File: config.mk
export PLATFORM = sky130hd
export DESIGN_NAME = hpb_host_port
export DESIGN_NICKNAME = d
export VERILOG_FILES = /design/src/rtl/hpb_pkg.sv /design/src/rtl/hpb_strobe_sync.sv /design/src/rtl/hpb_wr_path.sv /design/src/rtl/hpb_rd_path.sv /design/src/rtl/hpb_host_port.sv
export SDC_FILE = /design/constraint.sdc
export NUM_CORES = 1
export LEC_CHECK = 0
export BUFFER_PORTS_ARGS = -buffer_cell sky130_fd_sc_hd__buf_2
export CAP_MARGIN = 15
export CORE_ASPECT_RATIO = 1.25
export CORE_MARGIN = 4
export CORE_UTILIZATION = 53
export DETAILED_ROUTE_END_ITERATION = 16
export MAX_ROUTING_LAYER = met4
export PLACE_DENSITY = 0.79
export SYNTH_ARGS = -nofsm -noshare
export SYNTH_HDL_FRONTEND = slang
export SYNTH_SLANG_ARGS = --single-unit
File: constraint.sdc
create_clock -name clk -period 1.9 [get_ports clk]
set_input_delay 0.475 -clock clk [delete_from_list [all_inputs] [get_ports clk]]
set_output_delay 0.475 -clock clk [all_outputs]
set_load 0.01 [all_outputs]
File: src/rtl/hpb_pkg.sv
package hpb_pkg;

   // Access attributes captured while a host strobe is active
   typedef struct packed {
      logic is_wr;
      logic addr;
      logic bsel;
   } hpb_acc_t;

   // Exchange the two halves of a word
   function automatic logic [15:0] hpb_swap16(input logic [15:0] w);
      return {w[7:0], w[15:8]};
   endfunction

endpackage

File: src/rtl/hpb_strobe_sync.sv
module hpb_strobe_sync
   import hpb_pkg::*;
#(
   parameter int DW          = 16,
   parameter int SYNC_STAGES = 2
) (
   input  logic          clk,
   input  logic          rst_n,
   input  logic          cfg_dstrb,
   input  logic          h_cs_n,
   input  logic          h_stb_n,
   input  logic          h_wrn_rw,
   input  logic          h_addr,
   input  logic          h_bsel,
   input  logic [DW-1:0] h_din,
   output logic          done,
   output hpb_acc_t      done_acc,
   output logic [DW-1:0] done_data
);
   localparam int NCTL = 3;

   if (SYNC_STAGES < 2) begin : g_bad_sync
      $error("hpb_strobe_sync: SYNC_STAGES must be at least 2");
   end

   logic [NCTL-1:0] raw;
   logic [NCTL-1:0] stage_q [SYNC_STAGES];
   assign raw = {h_cs_n, h_stb_n, h_wrn_rw};

   for (genvar s = 0; s < SYNC_STAGES; s++) begin : g_sync
      always_ff @(posedge clk or negedge rst_n) begin
         if (!rst_n) stage_q[s] <= '1;
         else if (s == 0) stage_q[s] <= raw;
         else stage_q[s] <= stage_q[(s == 0) ? 0 : s-1];
      end
   end

   logic cs_s, stb_s, aux_s;
   assign cs_s  = ~stage_q[SYNC_STAGES-1][2];
   assign stb_s = ~stage_q[SYNC_STAGES-1][1];
   assign aux_s =  stage_q[SYNC_STAGES-1][0];

   logic act, act_wr;
   always_comb begin
      if (cfg_dstrb) begin
         act    = cs_s & stb_s;
         act_wr = ~aux_s;
      end else begin
         act    = cs_s & (stb_s | ~aux_s);
         act_wr = ~aux_s;
      end
   end

   logic act_q;
   always_ff @(posedge clk or negedge rst_n) begin
      if (!rst_n) begin
         act_q     <= 1'b0;
         done_acc  <= '0;
         done_data <= '0;
      end else begin
         act_q <= act;
         if (act) begin
            done_acc  <= '{is_wr: act_wr, addr: h_addr, bsel: h_bsel};
            done_data <= h_din;
         end
      end
   end

   assign done = act_q & ~act;

endmodule

File: src/rtl/hpb_wr_path.sv
module hpb_wr_path
   import hpb_pkg::*;
#(
   parameter int DW = 16
) (
   input  logic          clk,
   input  logic          rst_n,
   input  logic          cfg_bus16,
   input  logic          cfg_swap,
   input  logic          cfg_log16,
   input  logic          done,
   input  hpb_acc_t      done_acc,
   input  logic [DW-1:0] done_data,
   input  logic          in_take,
   output logic [DW-1:0] in_word,
   output logic          in_full
);
   localparam int BW = DW / 2;

   if (DW != 16) begin : g_bad_dw
      $error("hpb_wr_path: DW must be 16");
   end

   logic data_wr, word_commit, hi_stage;
   logic [BW-1:0] hi_q;
   logic [DW-1:0] next_word;

   assign data_wr     = done & done_acc.is_wr & ~done_acc.addr;
   assign word_commit = data_wr & (cfg_bus16 | ~cfg_log16 | ~done_acc.bsel);
   assign hi_stage    = data_wr & ~cfg_bus16 & cfg_log16 & done_acc.bsel;

   always_comb begin
      if (cfg_bus16)
         next_word = cfg_swap ? hpb_swap16(done_data) : done_data;
      else if (cfg_log16)
         next_word = {hi_q, done_data[BW-1:0]};
      else
         next_word = {{BW{1'b0}}, done_data[BW-1:0]};
   end

   always_ff @(posedge clk or negedge rst_n) begin
      if (!rst_n) begin
         hi_q    <= '0;
         in_word <= '0;
         in_full <= 1'b0;
      end else begin
         if (hi_stage) hi_q <= done_data[BW-1:0];
         if (word_commit) begin
            in_word <= next_word;
            in_full <= 1'b1;
         end else if (in_take) begin
            in_full <= 1'b0;
         end
      end
   end

   assert_commit_sets_full_R2: assert property (@(posedge clk) disable iff (!rst_n)
      word_commit |=> in_full);
   assert_full_rise_on_commit_R8: assert property (@(posedge clk) disable iff (!rst_n)
      $rose(in_full) |-> $past(word_commit));
   assert_stage_keeps_flag_R4: assert property (@(posedge clk) disable iff (!rst_n)
      (hi_stage && !in_take) |=> $stable(in_full));

endmodule

File: src/rtl/hpb_rd_path.sv
module hpb_rd_path
   import hpb_pkg::*;
#(
   parameter int DW = 16
) (
   input  logic          clk,
   input  logic          rst_n,
   input  logic          cfg_bus16,
   input  logic          cfg_swap,
   input  logic          cfg_log16,
   input  logic          done,
   input  hpb_acc_t      done_acc,
   input  logic          h_addr,
   input  logic          h_bsel,
   input  logic          h_doe,
   input  logic          in_full,
   input  logic [DW-1:0] out_word,
   input  logic          out_load,
   output logic          out_full,
   output logic [DW-1:0] h_dout
);
   localparam int BW = DW / 2;

   logic rd_complete;
   logic [DW-1:0] out_q, mux;

   assign rd_complete = done & ~done_acc.is_wr & ~done_acc.addr &
                        (cfg_bus16 | ~cfg_log16 | ~done_acc.bsel);

   always_ff @(posedge clk or negedge rst_n) begin
      if (!rst_n) begin
         out_q    <= '0;
         out_full <= 1'b0;
      end else if (out_load) begin
         out_q    <= out_word;
         out_full <= 1'b1;
      end else if (rd_complete) begin
         out_full <= 1'b0;
      end
   end

   always_comb begin
      if (h_addr)
         mux = {{(DW-2){1'b0}}, out_full, in_full};
      else if (cfg_bus16)
         mux = cfg_swap ? hpb_swap16(out_q) : out_q;
      else if (cfg_log16 && h_bsel)
         mux = {{BW{1'b0}}, out_q[DW-1:BW]};
      else
         mux = {{BW{1'b0}}, out_q[BW-1:0]};
   end

   assign h_dout = h_doe ? mux : '0;

   assert_load_sets_full_R10: assert property (@(posedge clk) disable iff (!rst_n)
      out_load |=> out_full);
   assert_clear_only_by_read_R3: assert property (@(posedge clk) disable iff (!rst_n)
      $fell(out_full) |-> $past(rd_complete));

endmodule

File: src/rtl/hpb_host_port.sv
module hpb_host_port
   import hpb_pkg::*;
#(
   parameter int DW          = 16,
   parameter int SYNC_STAGES = 2
) (
   input  logic          clk,
   input  logic          rst_n,
   input  logic          cfg_bus16,
   input  logic          cfg_swap,
   input  logic          cfg_log16,
   input  logic          cfg_dstrb,
   input  logic          h_cs_n,
   input  logic          h_addr,
   input  logic          h_bsel,
   input  logic          h_stb_n,
   input  logic          h_wrn_rw,
   input  logic [DW-1:0] h_din,
   output logic [DW-1:0] h_dout,
   output logic          h_doe,
   output logic [DW-1:0] in_word,
   output logic          in_full,
   input  logic          in_take,
   input  logic [DW-1:0] out_word,
   input  logic          out_load,
   output logic          out_full
);
   logic     done;
   hpb_acc_t done_acc;
   logic [DW-1:0] done_data;

   // Read enable follows the raw pins so data appears within the host strobe
   assign h_doe = ~h_cs_n & ~h_stb_n & (cfg_dstrb ? h_wrn_rw : 1'b1);

   hpb_strobe_sync #(.DW(DW), .SYNC_STAGES(SYNC_STAGES)) u_sync (
      .clk(clk), .rst_n(rst_n), .cfg_dstrb(cfg_dstrb),
      .h_cs_n(h_cs_n), .h_stb_n(h_stb_n), .h_wrn_rw(h_wrn_rw),
      .h_addr(h_addr), .h_bsel(h_bsel), .h_din(h_din),
      .done(done), .done_acc(done_acc), .done_data(done_data)
   );

   hpb_wr_path #(.DW(DW)) u_wr (
      .clk(clk), .rst_n(rst_n), .cfg_bus16(cfg_bus16), .cfg_swap(cfg_swap),
      .cfg_log16(cfg_log16), .done(done), .done_acc(done_acc),
      .done_data(done_data), .in_take(in_take),
      .in_word(in_word), .in_full(in_full)
   );

   hpb_rd_path #(.DW(DW)) u_rd (
      .clk(clk), .rst_n(rst_n), .cfg_bus16(cfg_bus16), .cfg_swap(cfg_swap),
      .cfg_log16(cfg_log16), .done(done), .done_acc(done_acc),
      .h_addr(h_addr), .h_bsel(h_bsel), .h_doe(h_doe), .in_full(in_full),
      .out_word(out_word), .out_load(out_load),
      .out_full(out_full), .h_dout(h_dout)
   );

   assert_deselect_quiet_R11: assert property (@(posedge clk) disable iff (!rst_n)
      h_cs_n |-> (!h_doe && h_dout == '0));

endmodule

## Yosys cells after proc, flatten, opt, wreduce, memory -nomap -nowiden

Cells that the tools add are included.

| storage, ports and cells | value |
|---|---|
| flip-flop bits (word level) | 68 |
| bits of input ports | 45 |
| word-level logic and storage cells | 57 |

| operators by class | value |
|---|---|
| mux-type cells | 14 |
| bitwise operators | 28 |
| reduce and logical (&&, ||, !) cells | 3 |

Operators by type and width:

| kind | count |
|---|---|
| two-way mux 16 bit | 7 |
| bitwise AND 1 bit | 14 |
| inverter 1 bit | 11 |
| two-way mux 8 bit | 1 |
| two-way mux 1 bit | 6 |
| nonzero test 2 bit | 2 |
| OR 1 bit | 3 |
| logical AND 1 bit | 1 |

## Depth between registers and ports, before layout

Gate-level depths: netlist of run 1.

| logic depth | value |
|---|---|
| depth after elaboration | 11 |
| mapped depth | 5 |
| gate-level depth less buffers | 3 |

## Cells and area by module

From an unflattened synthesis of run 1, not the netlist that was laid out.

| unflattened totals | value |
|---|---|
| cell total of the unflattened synthesis | 293 |
| area, all modules | 3415.8 µm² |

Modules (own cells, without submodules):

| module | times used | cells an instance | area an instance (µm²) | sequential area each (µm²) |
|---|---|---|---|---|
| hpb_wr_path | 1 | 104 | 1277.5 | 625.6 |
| hpb_strobe_sync | 1 | 96 | 1084.8 | 658.1 |
| hpb_rd_path | 1 | 91 | 1037.2 | 425.4 |
| hpb_host_port | 1 | 2 | 16.3 | 0.0 |

## Least setup slack after synthesis of run 1

Ideal clock, no wire load.

| timing path | value |
|---|---|
| path type | input-to-output |
| start | input cfg_swap |
| end | output h_dout[0] |
| data arrival time | 1318 ps |
| data required time | 1425 ps |
| path slack | 107 ps |
| cell stages on the path | 5 |
| cells stage by stage | buf_6 > and2_1 > buf_6 > o21ai_0 > a221oi_1 |

| on the way | value |
|---|---|
| word-level cells in the longest chain between the ends | 4 |

RTL lines:

| item | RTL line | text |
|---|---|---|
| from (decl) | hpb_host_port.sv:10 | `input logic cfg_swap,` |
| two-way mux 16 bit | hpb_rd_path.sv:46 | `mux = cfg_swap ? hpb_swap16(out_q) : out_q;` |
| two-way mux 16 bit | hpb_rd_path.sv:45 | `else if (cfg_bus16)` |
| two-way mux 16 bit | hpb_rd_path.sv:43 | `if (h_addr)` |
| two-way mux 16 bit | hpb_rd_path.sv:53 | `assign h_dout = h_doe ? mux : '0;` |
| to (decl) | hpb_host_port.sv:19 | `output logic [DW-1:0] h_dout,` |

No other way between the ends.

## Final worst setup path of run 1

| timing path | value |
|---|---|
| start | input cfg_bus16 |
| end | output h_dout[0] |

| on the way | value |
|---|---|
| word-level cells in the longest chain between the ends | 3 |

RTL lines:

| item | RTL line | text |
|---|---|---|
| from (decl) | hpb_host_port.sv:9 | `input logic cfg_bus16,` |
| two-way mux 16 bit | hpb_rd_path.sv:45 |  |
| two-way mux 16 bit | hpb_rd_path.sv:43 |  |
| two-way mux 16 bit | hpb_rd_path.sv:53 |  |

No other way between the ends.

==> results.json, run 1 <==
{
  "area_delta_synth_final_pct": 23.1,
  "timing.max_cap.violations": 0,
  "ys_async_sr_fraction_pct": 100,
  "path_max_fanout": 6,
  "tightest_slew_ns": 0.382,
  "cts_setup_buffers": 0,
  "grt_antenna_before_repair": 0,
  "drv_slew": 0,
  "regArea_mm2": 0.00171,
  "cpPeakStageDelay_ns": 0.29,
  "drc": 0,
  "fin_crit_sh_pct": 98.9,
  "r2r-start": "u_sync.aux_s$_DFF_PN1_",
  "worstSetupStartpointType": "primary input",
  "fin_worst_skew_ns": 0.0114,
  "startpoint": "cfg_bus16",
  "ys_seq_area_share_pct": 53.1,
  "numCtsBuffers": 9,
  "grt_usage_pct": 20.1,
  "rsz0062_at_grt": "no",
  "hold_violations": 0,
  "cp.required_ns": 1.42,
  "synth_most_common_cell": "dfrtp_1",
  "firstDrtPassIters": 4,
  "gp_congestion": 0.828,
  "critPathCaptureType": "output pin",
  "leakage_nw": 1.93,
  "worstPathCellList": "buf_6, and3b_2, o21ai_1, a221oi_1, buf_2",
  "cpLargestDelayFamily": "compound AO/OA/AOI/OAI gates",
  "cts_sinks": 68,
  "antennaDiodeCount": 0,
  "initial_core_util_pct": 54.9,
  "fp.coreArea_mm2": 0.00586,
  "power.density_mw_per_mm2": 981,
  "cts_tree": "yes",
  "grt_overflow": 0,
  "status": "finished clean",
  "wl_um": 6830,
  "setup_tns_ns": 0,
  "synth_top_area_share_pct": 48.2,
  "rows": 31,
  "syn_area_per_cell_um2": 14.2,
  "multi_input_area_mm2": 0.00140,
  "hpwl_um": 4890,
  "drive_gt1_share_pct": 59.7,
  "reg2regPathDepth": 4,
  "cts-root-buf": "clkbuf_8",
  "htree_levels": 3,
  "synth.distinct_cells": 36,
  "first_global_vias": 2316,
  "cp.arrival_ns": 1.40,
  "grt_pass1_wl_um": 11000,
  "slew_headroom_pct": 74.5,
  "hold_slack_ns": 0.148,
  "clkLatencyLatePin_ns": 0.34,
  "fp.dieW_um": 77.7,
  "max_clock_freq_mhz": 532,
  "syn-cell-area_mm2": 0.00322,
  "synthTopCellsByArea": "dfrtp_1 (48%), mux2_2 (21%), mux2_4 (5.6%)",
  "synth-edff-count": 0,
  "drt_iter0_markers": 109,
  "synth_flop_cell": "dfrtp_1",
  "die-height_um": 95.1,
  "clk_pin_slew_ns": 0.08,
  "hold_path.class": "primary input to asynchronous set/reset pin",
  "fin_nets": 365,
  "ff2ff_setup_slack_ns": 0.41,
  "setup_violations": 0,
  "timing.final.crit_period_ns": 1.88,
  "n_fill_cell": 437,
  "crit_buf_inv": 2,
  "r2r-end": "u_wr.in_word[5]$_DFFE_PN0P_",
  "grt_max_degree": 69,
  "wire_per_inst_um": 16.8,
  "yosysTopAreaCell": "dfrtp_1",
  "ys_ff_latch": 68,
  "path_class": "primary input to output pin",
  "syn_nets": 272,
  "synth_warnings": 0,
  "cts.path.max_buffers": 2,
  "synth_cells": 227,
  "postRouteAntennaNets": 0,
  "portBuffers": 79,
  "ios": 80,
  "postCtsHoldBufs": 0,
  "vias": 2180,
  "yosys-top-cells-count": "dfrtp_1 (62), mux2_2 (60), mux2_4 (12)",
  "slowest_stage": "a221oi_1",
  "vias_per_cell": 5.36,
  "peakVddDrop_v": 0.000448,
  "die-area_mm2": 0.00739
}
==> flip-flops by register name, summed over array words and instances, names as in the netlist, 3 cells and up <==
register          count
u_rd.out_q           16
u_sync.done_acc       3
u_sync.stage_q        5
u_sync.done_data     16
u_wr.hi_q             8
u_wr.in_word         16
==> report_power, final <==
part | internal, mW | switching, mW
combinational | 0.538 | 0.374
clock | 0.543 | 0.506
sequential | 1.74 | 0.183
total | 2.82 | 1.06
==> layout make-up <==
| class | instances | area share, % |
|---|---|---|
| sequential | 68 | 43.1 |
| multi-input combinational | 144 | 35.3 |
| clock inverter | 2 | 0.253 |
| inverter | 3 | 0.284 |
| tap | 82 | 2.59 |
| timing repair buffer | 94 | 14.3 |
| clock buffer | 14 | 4.10 |
==> logic make-up after synthesis <==
group	Yosys count	synth area share, %
mux	82	29.8
flops	68	53.1
compound gates	34	8.24
simple gates	28	5.25
buf+inv	15	3.62
==> what timing repair did <==
action / 4_1_cts / 5_1_grt
endpoints found under the hold margin: 0 / 0
gates resized for setup: 2 / 7
pin swaps: 0 / 5
setup endpoints to repair: 1 / 11
cloned: 0 / 0
==> routing by layer <==
layer	GRT usage, %	up-vias	share of wire, %
met5	-	-	0
met4	8.90	0	1.7
met3	5.01	11	5.6
met2	33.6	66	51
met1	23.0	1090	41
li1	-	1013	-
==> through the flow <==
| stage | power [mW] | cells | utilization [%] | area, um2 | setup slack, ns |
|---|---|---|---|---|---|
| final | 3.89 | 407 | 67.7 | 3960 | 0.0214 |
| after CTS | 3.93 | 407 | 67.4 | 3950 | 0.0173 |
| after detailed placement | 2.87 | 391 | 64.4 | 3770 | 0.0103 |
| after global routing | 4.11 | 407 | 67.7 | 3960 | 0.00124 |
| after floorplan | 2.49 | 227 | - | 3220 | 0.107 |
| after global placement | 2.83 | 391 | 64.4 | 3770 | 0.0437 |
==> worst max path at each step <==
stage                     end  slack (ns)  cells after the start
floorplan           h_dout[0]        0.11                      5
global placement    h_dout[0]        0.04                      5
detailed placement  h_dout[5]        0.01                      6
CTS                 h_dout[0]        0.02                      5
global route        h_dout[0]       0.001                      5
finish              h_dout[0]        0.02                      5
==> placed cells by master, fill, tap and decap left out, types with 2 or more instances in the layout <==
cell       n
buf_2     78
mux2_2    60
mux2_1     2
o21ai_0    8
a221oi_1   2
mux2_4    12
a21oi_1    6
mux2i_1    8
clkbuf_1   3
buf_6      2
nand3b_1   2
a31oi_1    2
clkinv_2   2
a22o_1     8
dfrtp_1   62
nand3_1    6
buf_12     4
nor2_1     8
clkbuf_8  11
o21ai_1    2
inv_1      3
dfstp_2    6
buf_4     10
Note: power is estimated with default switching activity, not from simulation.
==> inputs of run 2 (changes only) <==
Settings changed: CORE_UTILIZATION 53 to 54, PLACE_DENSITY 0.79 to 0.8, SYNTH_HIERARCHICAL set to 1.
==> results.json, run 2 <==
{
  "status": "finished with violations",
  "violations": "negative setup slack",
  "ff2ff_setup_slack_ns": 0.04,
  "syn_nets": 338,
  "wl_um": 8370,
  "gp_congestion": 0.891,
  "grt_max_degree": 41,
  "drt_iter0_markers": 238,
  "synth_most_common_cell": "dfrtp_1",
  "power.density_mw_per_mm2": 957,
  "cpPeakStageDelay_ns": 0.26,
  "area_delta_synth_final_pct": 26.4,
  "worstSetupStartpointType": "primary input",
  "rsz0062_at_grt": "yes",
  "initial_core_util_pct": 55.4,
  "synth_top_area_share_pct": 45.4,
  "setup_violations": 15,
  "synthAdderAreaFrac_pct": 0,
  "postCtsHoldBufs": 0,
  "clkLatencyLatePin_ns": 0.34,
  "hpwl_um": 5810,
  "first_global_vias": 2806,
  "final_common_cell": "buf_2",
  "path_class": "primary input to output pin",
  "cp.required_ns": 1.42,
  "synth-edff-count": 0,
  "fp.dieW_um": 79.1,
  "ios": 80,
  "vias": 2715,
  "critPathCaptureType": "output pin",
  "htree_levels": 3,
  "regArea_mm2": 0.00171,
  "timing.final.crit_period_ns": 2.02,
  "drive_gt1_share_pct": 49.7,
  "portBuffers": 79,
  "syn_area_per_cell_um2": 11.7,
  "fp.coreArea_mm2": 0.00617,
  "postRouteAntennaNets": 0,
  "timing.max_cap.violations": 0,
  "numCtsBuffers": 9,
  "multi_input_area_mm2": 0.00154,
  "syn-cell-area_mm2": 0.00342,
  "cts_tree": "yes",
  "final_cell_mix": "buf_2 (76), dfrtp_1 (62), mux2_2 (36), o21ai_0 (28), inv_1 (27)",
  "cts_sinks": 68,
  "clk_pin_slew_ns": 0.07,
  "rows": 32,
  "ys_async_sr_fraction_pct": 100,
  "slowest_stage": "nor2b_4",
  "fin_crit_sh_pct": 106,
  "grt_overflow": 0,
  "grt_pass1_wl_um": 13400,
  "drv_slew": 0,
  "top_regs": "u_rd/out_q x16, u_sync/done_data x16, u_wr/in_word x16",
  "fin_nets": 434,
  "slew_headroom_pct": 63.8,
  "grt_antenna_before_repair": 0,
  "synth_flop_cell": "dfrtp_1",
  "yosys-top-cells-count": "dfrtp_1 (62), mux2_2 (39), inv_1 (28), o21ai_0 (28), o32ai_1 (18)",
  "hold_path.class": "primary input to asynchronous set/reset pin",
  "worstPathCellList": "buf_8, a211oi_4, nor2b_4, buf_6, a21boi_2, buf_2",
  "fin_worst_skew_ns": 0.00926,
  "synth_compound_area_share_pct": 16.0,
  "die-area_mm2": 0.00767,
  "grt_usage_pct": 23.1,
  "yosysTopAreaCell": "dfrtp_1",
  "drc": 0,
  "vias_per_cell": 5.67,
  "synthTopCellsByArea": "dfrtp_1 (45%), mux2_2 (13%), dfstp_2 (4.6%)",
  "cts.path.max_buffers": 2,
  "post_dp_cell_area_mm2": 0.00396,
  "synth_warnings": 6,
  "n_fill_cell": 469,
  "antennaDiodeCount": 0,
  "firstDrtPassIters": 5,
  "synth_simple_gate_area_share_pct": 6.48,
  "design_area_mm2": 0.00432,
  "peakVddDrop_v": 0.000486,
  "post-place-ws_ns": -0.139,
  "die-height_um": 96.9,
  "ys_seq_area_share_pct": 50.0,
  "synth_top_family_by_area": "multiplexers",
  "cts-root-buf": "clkbuf_8",
  "synth.distinct_cells": 35,
  "synth_cells": 293,
  "cp.arrival_ns": 1.54,
  "ys_ff_latch": 68,
  "hold_violations": 0,
  "wire_per_inst_um": 17.5,
  "totalPowerFinal_mw": 4.13,
  "path_max_fanout": 6,
  "tightest_slew_ns": 0.542,
  "worst_slack_ns": -0.115,
  "leakage_nw": 2.09,
  "yosys.area_share.xor_xnor_pct": 0,
  "max_clock_freq_mhz": 496,
  "synth_mux_area_share_pct": 20.3
}
==> run 2: cell count changes after synthesis, sizes merged, moves of 6 or more <==
cell    previous run  this run
mux2              74        48
o21ai             10        34
a22o               8         0
inv                3        28
a32oi              0         8
nand2              2        15
a21oi              6         0
o32ai              0        18
a21boi             0         7
==> run 2: kinds of logic (layout without fill, tap and decap cells) <==
group,Yosys count,count (layout)
AO/OA/AOI/OAI,76,76
flip-flops,68,68
multiplexers,60,60
buffers and inverters,47,147
AND/OR/NAND/NOR,42,43
==> run 2: power breakdown <==
part           internal, mW  switching [mW]
clock network         0.752           0.518
logic                 0.491           0.463
registers              1.73           0.181
==> run 2: final cells by class <==
cell class | count | area share (%)
multi-input cells | 179 | 35.6
repair buffers | 103 | 14.8
flip-flops and latches | 68 | 39.6
clock inverters | 1 | 0.695
well taps | 85 | 2.46
clock buffers | 15 | 4.32
inverters | 28 | 2.49
==> run 2: worst paths after layout <==
check,startpoint,cells past startpoint,to
worst max-delay path,cfg_dstrb,6,h_dout[2]
worst min-delay path,rst_n,1,u_sync/done_data[4]$_DFFE_PN0P_
worst max register to register,u_sync/stage_q[1]$_DFF_PN1_,6,u_wr/in_word[4]$_DFFE_PN0P_
worst min register to register,u_sync/stage_q[5]$_DFF_PN1_,0,u_sync/stage_q[2]$_DFF_PN1_
max in group asynchronous,rst_n,2,u_wr/hi_q[6]$_DFFE_PN0P_
min in group clk,h_stb_n,1,u_sync/stage_q[4]$_DFF_PN1_
==> run 2: metal layers <==
| metal | up-vias | global-route usage (%) | routed length, um |
|---|---|---|---|
| met5 | - | - | 0 |
| met2 | 110 | 37.2 | 4310 |
| met4 | 0 | 12.2 | 204 |
| met1 | 1336 | 27.9 | 3350 |
| met3 | 19 | 3.26 | 501 |
| li1 | 1250 | - | - |
==> run 2: critical path, delay by kind of cell <==
family	cells	cell delay [ns]
and+or+nand+nor	1	0.26
buffers and inverters	3	0.40
AOI/OAI and AO/OA	2	0.39
==> run 2: per-stage QoR <==
| step | std cells | setup TNS (ns) | hold slack (ns) | util (%) |
|---|---|---|---|---|
| CTS | 476 | -0.801 | 0.118 | 68.7 |
| finish | 479 | -0.971 | 0.119 | 70.0 |
| global route | 479 | -1.76 | 0.143 | 70.0 |
| detailed placement | 458 | -2.53 | 0.348 | 64.3 |
| global placement | 458 | -2.15 | 0.346 | 64.3 |
| floorplan | 293 | -0.683 | 0.179 | - |
==> run 2: repair_timing <==
item	CTS	global route
gates cloned	1	0
endpoints found under the setup margin	16	32
resized for setup	12	12
buffers inserted	1	3
pin swaps	1	4
==> inputs of run 3 (changes only) <==
Settings changed: CELL_PAD_IN_SITES_DETAIL_PLACEMENT set to 0, CELL_PAD_IN_SITES_GLOBAL_PLACEMENT set to 2, CORE_UTILIZATION 54 to 35, PLACE_DENSITY 0.8 to not set, PLACE_DENSITY_LB_ADDON set to 0.1.
==> results.json, run 3 (synthesis gave the netlist of run 2 again) <==
{
  "post-place-ws_ns": -0.154,
  "r2r-start": "u_sync/aux_s$_DFF_PN1_",
  "fp.coreArea_mm2": 0.00956,
  "max_clock_freq_mhz": 501,
  "startpoint": "cfg_dstrb",
  "peakVddDrop_v": 0.000433,
  "hold_violations": 0,
  "die-area_mm2": 0.0114,
  "wl_um": 9060,
  "slew_headroom_pct": 66.8,
  "critPathCaptureType": "output pin",
  "top_regs": "u_rd/out_q x16, u_sync/done_data x16, u_wr/in_word x16",
  "fin_crit_sh_pct": 105,
  "fin_worst_skew_ns": 0.00705,
  "drc": 0,
  "grt_overflow": 0,
  "htree_levels": 3,
  "design_area_mm2": 0.00452,
  "worstPathCellList": "buf_8, a211oi_4, nor2b_4, buf_6, a21boi_2, buf_2",
  "postRouteAntennaNets": 0,
  "path_max_fanout": 6,
  "ios": 80,
  "vias": 2618,
  "worstSetupStartpointType": "primary input",
  "placed_cells_incl_taps": 498,
  "drive_gt1_share_pct": 49.5,
  "antennaDiodeCount": 0,
  "totalPowerFinal_mw": 4.70,
  "clk_pin_slew_ns": 0.06,
  "cpPeakStageDelay_ns": 0.25,
  "hold_path.class": "primary input to flop",
  "grt_antenna_before_repair": 0,
  "cts_tree": "yes",
  "timing.final.crit_period_ns": 2.00,
  "portBuffers": 79,
  "drt_iter0_markers": 86,
  "power.density_mw_per_mm2": 1040,
  "slowest_stage": "nor2b_4",
  "fin_cells": 518,
  "post_dp_cell_area_mm2": 0.00404,
  "wire_per_inst_um": 17.5,
  "gp_congestion": 0.776,
  "hp-start": "h_stb_n",
  "die-height_um": 118,
  "grt_pass1_wl_um": 14300,
  "leakage_nw": 2.15,
  "final_cell_mix": "buf_2 (76), dfrtp_1 (62), mux2_2 (31), o21ai_0 (28), inv_1 (27)",
  "path_class": "primary input to output pin",
  "setup_violations": 16,
  "setup_tns_ns": -0.757,
  "area_delta_synth_final_pct": 32.4,
  "fp.dieW_um": 96.4,
  "tightest_slew_ns": 0.498,
  "worst_slack_ns": -0.0958,
  "timing.max_cap.violations": 0,
  "rsz0062_at_grt": "yes",
  "cts.path.max_buffers": 2,
  "hpwl_um": 6350,
  "firstDrtPassIters": 4,
  "cp.arrival_ns": 1.52,
  "grt_usage_pct": 16.8,
  "cts_sinks": 68,
  "rows": 40,
  "initial_core_util_pct": 35.7,
  "violations": "negative setup slack",
  "first_global_vias": 2821,
  "numCtsBuffers": 9,
  "grt_max_degree": 41,
  "vias_per_cell": 5.05,
  "drv_slew": 0,
  "status": "finished with violations",
  "clkLatencyLatePin_ns": 0.33,
  "cp.required_ns": 1.42,
  "cts-root-buf": "clkbuf_16",
  "final_common_cell": "buf_2",
  "fin_nets": 432
}
==> run 3: changes by cell type in the layout (fill, tap and decap cells not counted), moves of 2 or more <==
| cell | change |
|---|---|
| buf_4 | -6 |
| clkbuf_1 | -2 |
| clkbuf_16 | +9 |
| clkinvlp_4 | +3 |
| mux2_2 | -5 |
| buf_12 | +2 |
| mux2_4 | +5 |
| clkbuf_8 | -12 |
==> run 3: routing by layer <==
layer | share of wire [%] | up-vias | routed length, um | GRT usage (%)
li1 | - | 1245 | - | -
met1 | 42 | 1300 | 3800 | 19.8
met2 | 53 | 68 | 4820 | 28.8
met3 | 4.1 | 5 | 373 | 3.76
met4 | 0.74 | 0 | 67 | 4.12
met5 | 0 | - | 0 | -
==> run 3: per-stage QoR <==
stage	utilization, %	hold WS, ns
2_1_floorplan	-	0.179
3_3_place_gp	42.3	0.346
3_5_place_dp	42.3	0.347
4_1_cts	46.5	0.233
5_1_grt	47.3	0.233
6_report	47.3	0.245
==> run 3: area by class of cell <==
type                       instances  area [um2]
inverter                          28         108
clock inverter                     6        87.6
fill                             941        5040
multi-input combinational        179        1560
tap                              126         158
sequential                        68        1710
clock buffer                      10         239
timing repair buffer             101         659
==> run 3: repair_timing <==
item	4_1_cts	5_1_grt
hold buffers	1	0
resized for setup	16	15
cloned	1	0
pin swaps	3	5
endpoints found under the hold margin	1	0
buffers inserted	0	2
endpoints found under the setup margin	16	37
==> run 3: final timing paths <==
kind                                                   endpoint  slack [ns]  cells after the start
worst max-delay path                                  h_dout[7]        -0.1                      6
worst min-delay path                u_sync/stage_q[4]$_DFF_PN1_        0.25                      1
worst max register to register      u_wr/in_word[2]$_DFFE_PN0P_        0.03                      6
min in group asynchronous       u_sync/done_data[3]$_DFFE_PN0P_        0.54                      2
max in group asynchronous                u_sync/aux_s$_DFF_PN1_        0.81                      3
worst min register to register      u_sync/stage_q[2]$_DFF_PN1_        0.35                      0
==> run 3: where the power goes <==
part           internal (mW)  switching (mW)  leakage (nW)
Combinational          0.524           0.450          1.18
Clock                   1.18           0.624         0.151
Sequential              1.73           0.191         0.818
==> run 3: critical path, delay by kind of cell <==
family / cells / cell delay (ns)
compound gates: 2 / 0.40
buf+inv: 3 / 0.39
simple gates: 1 / 0.25
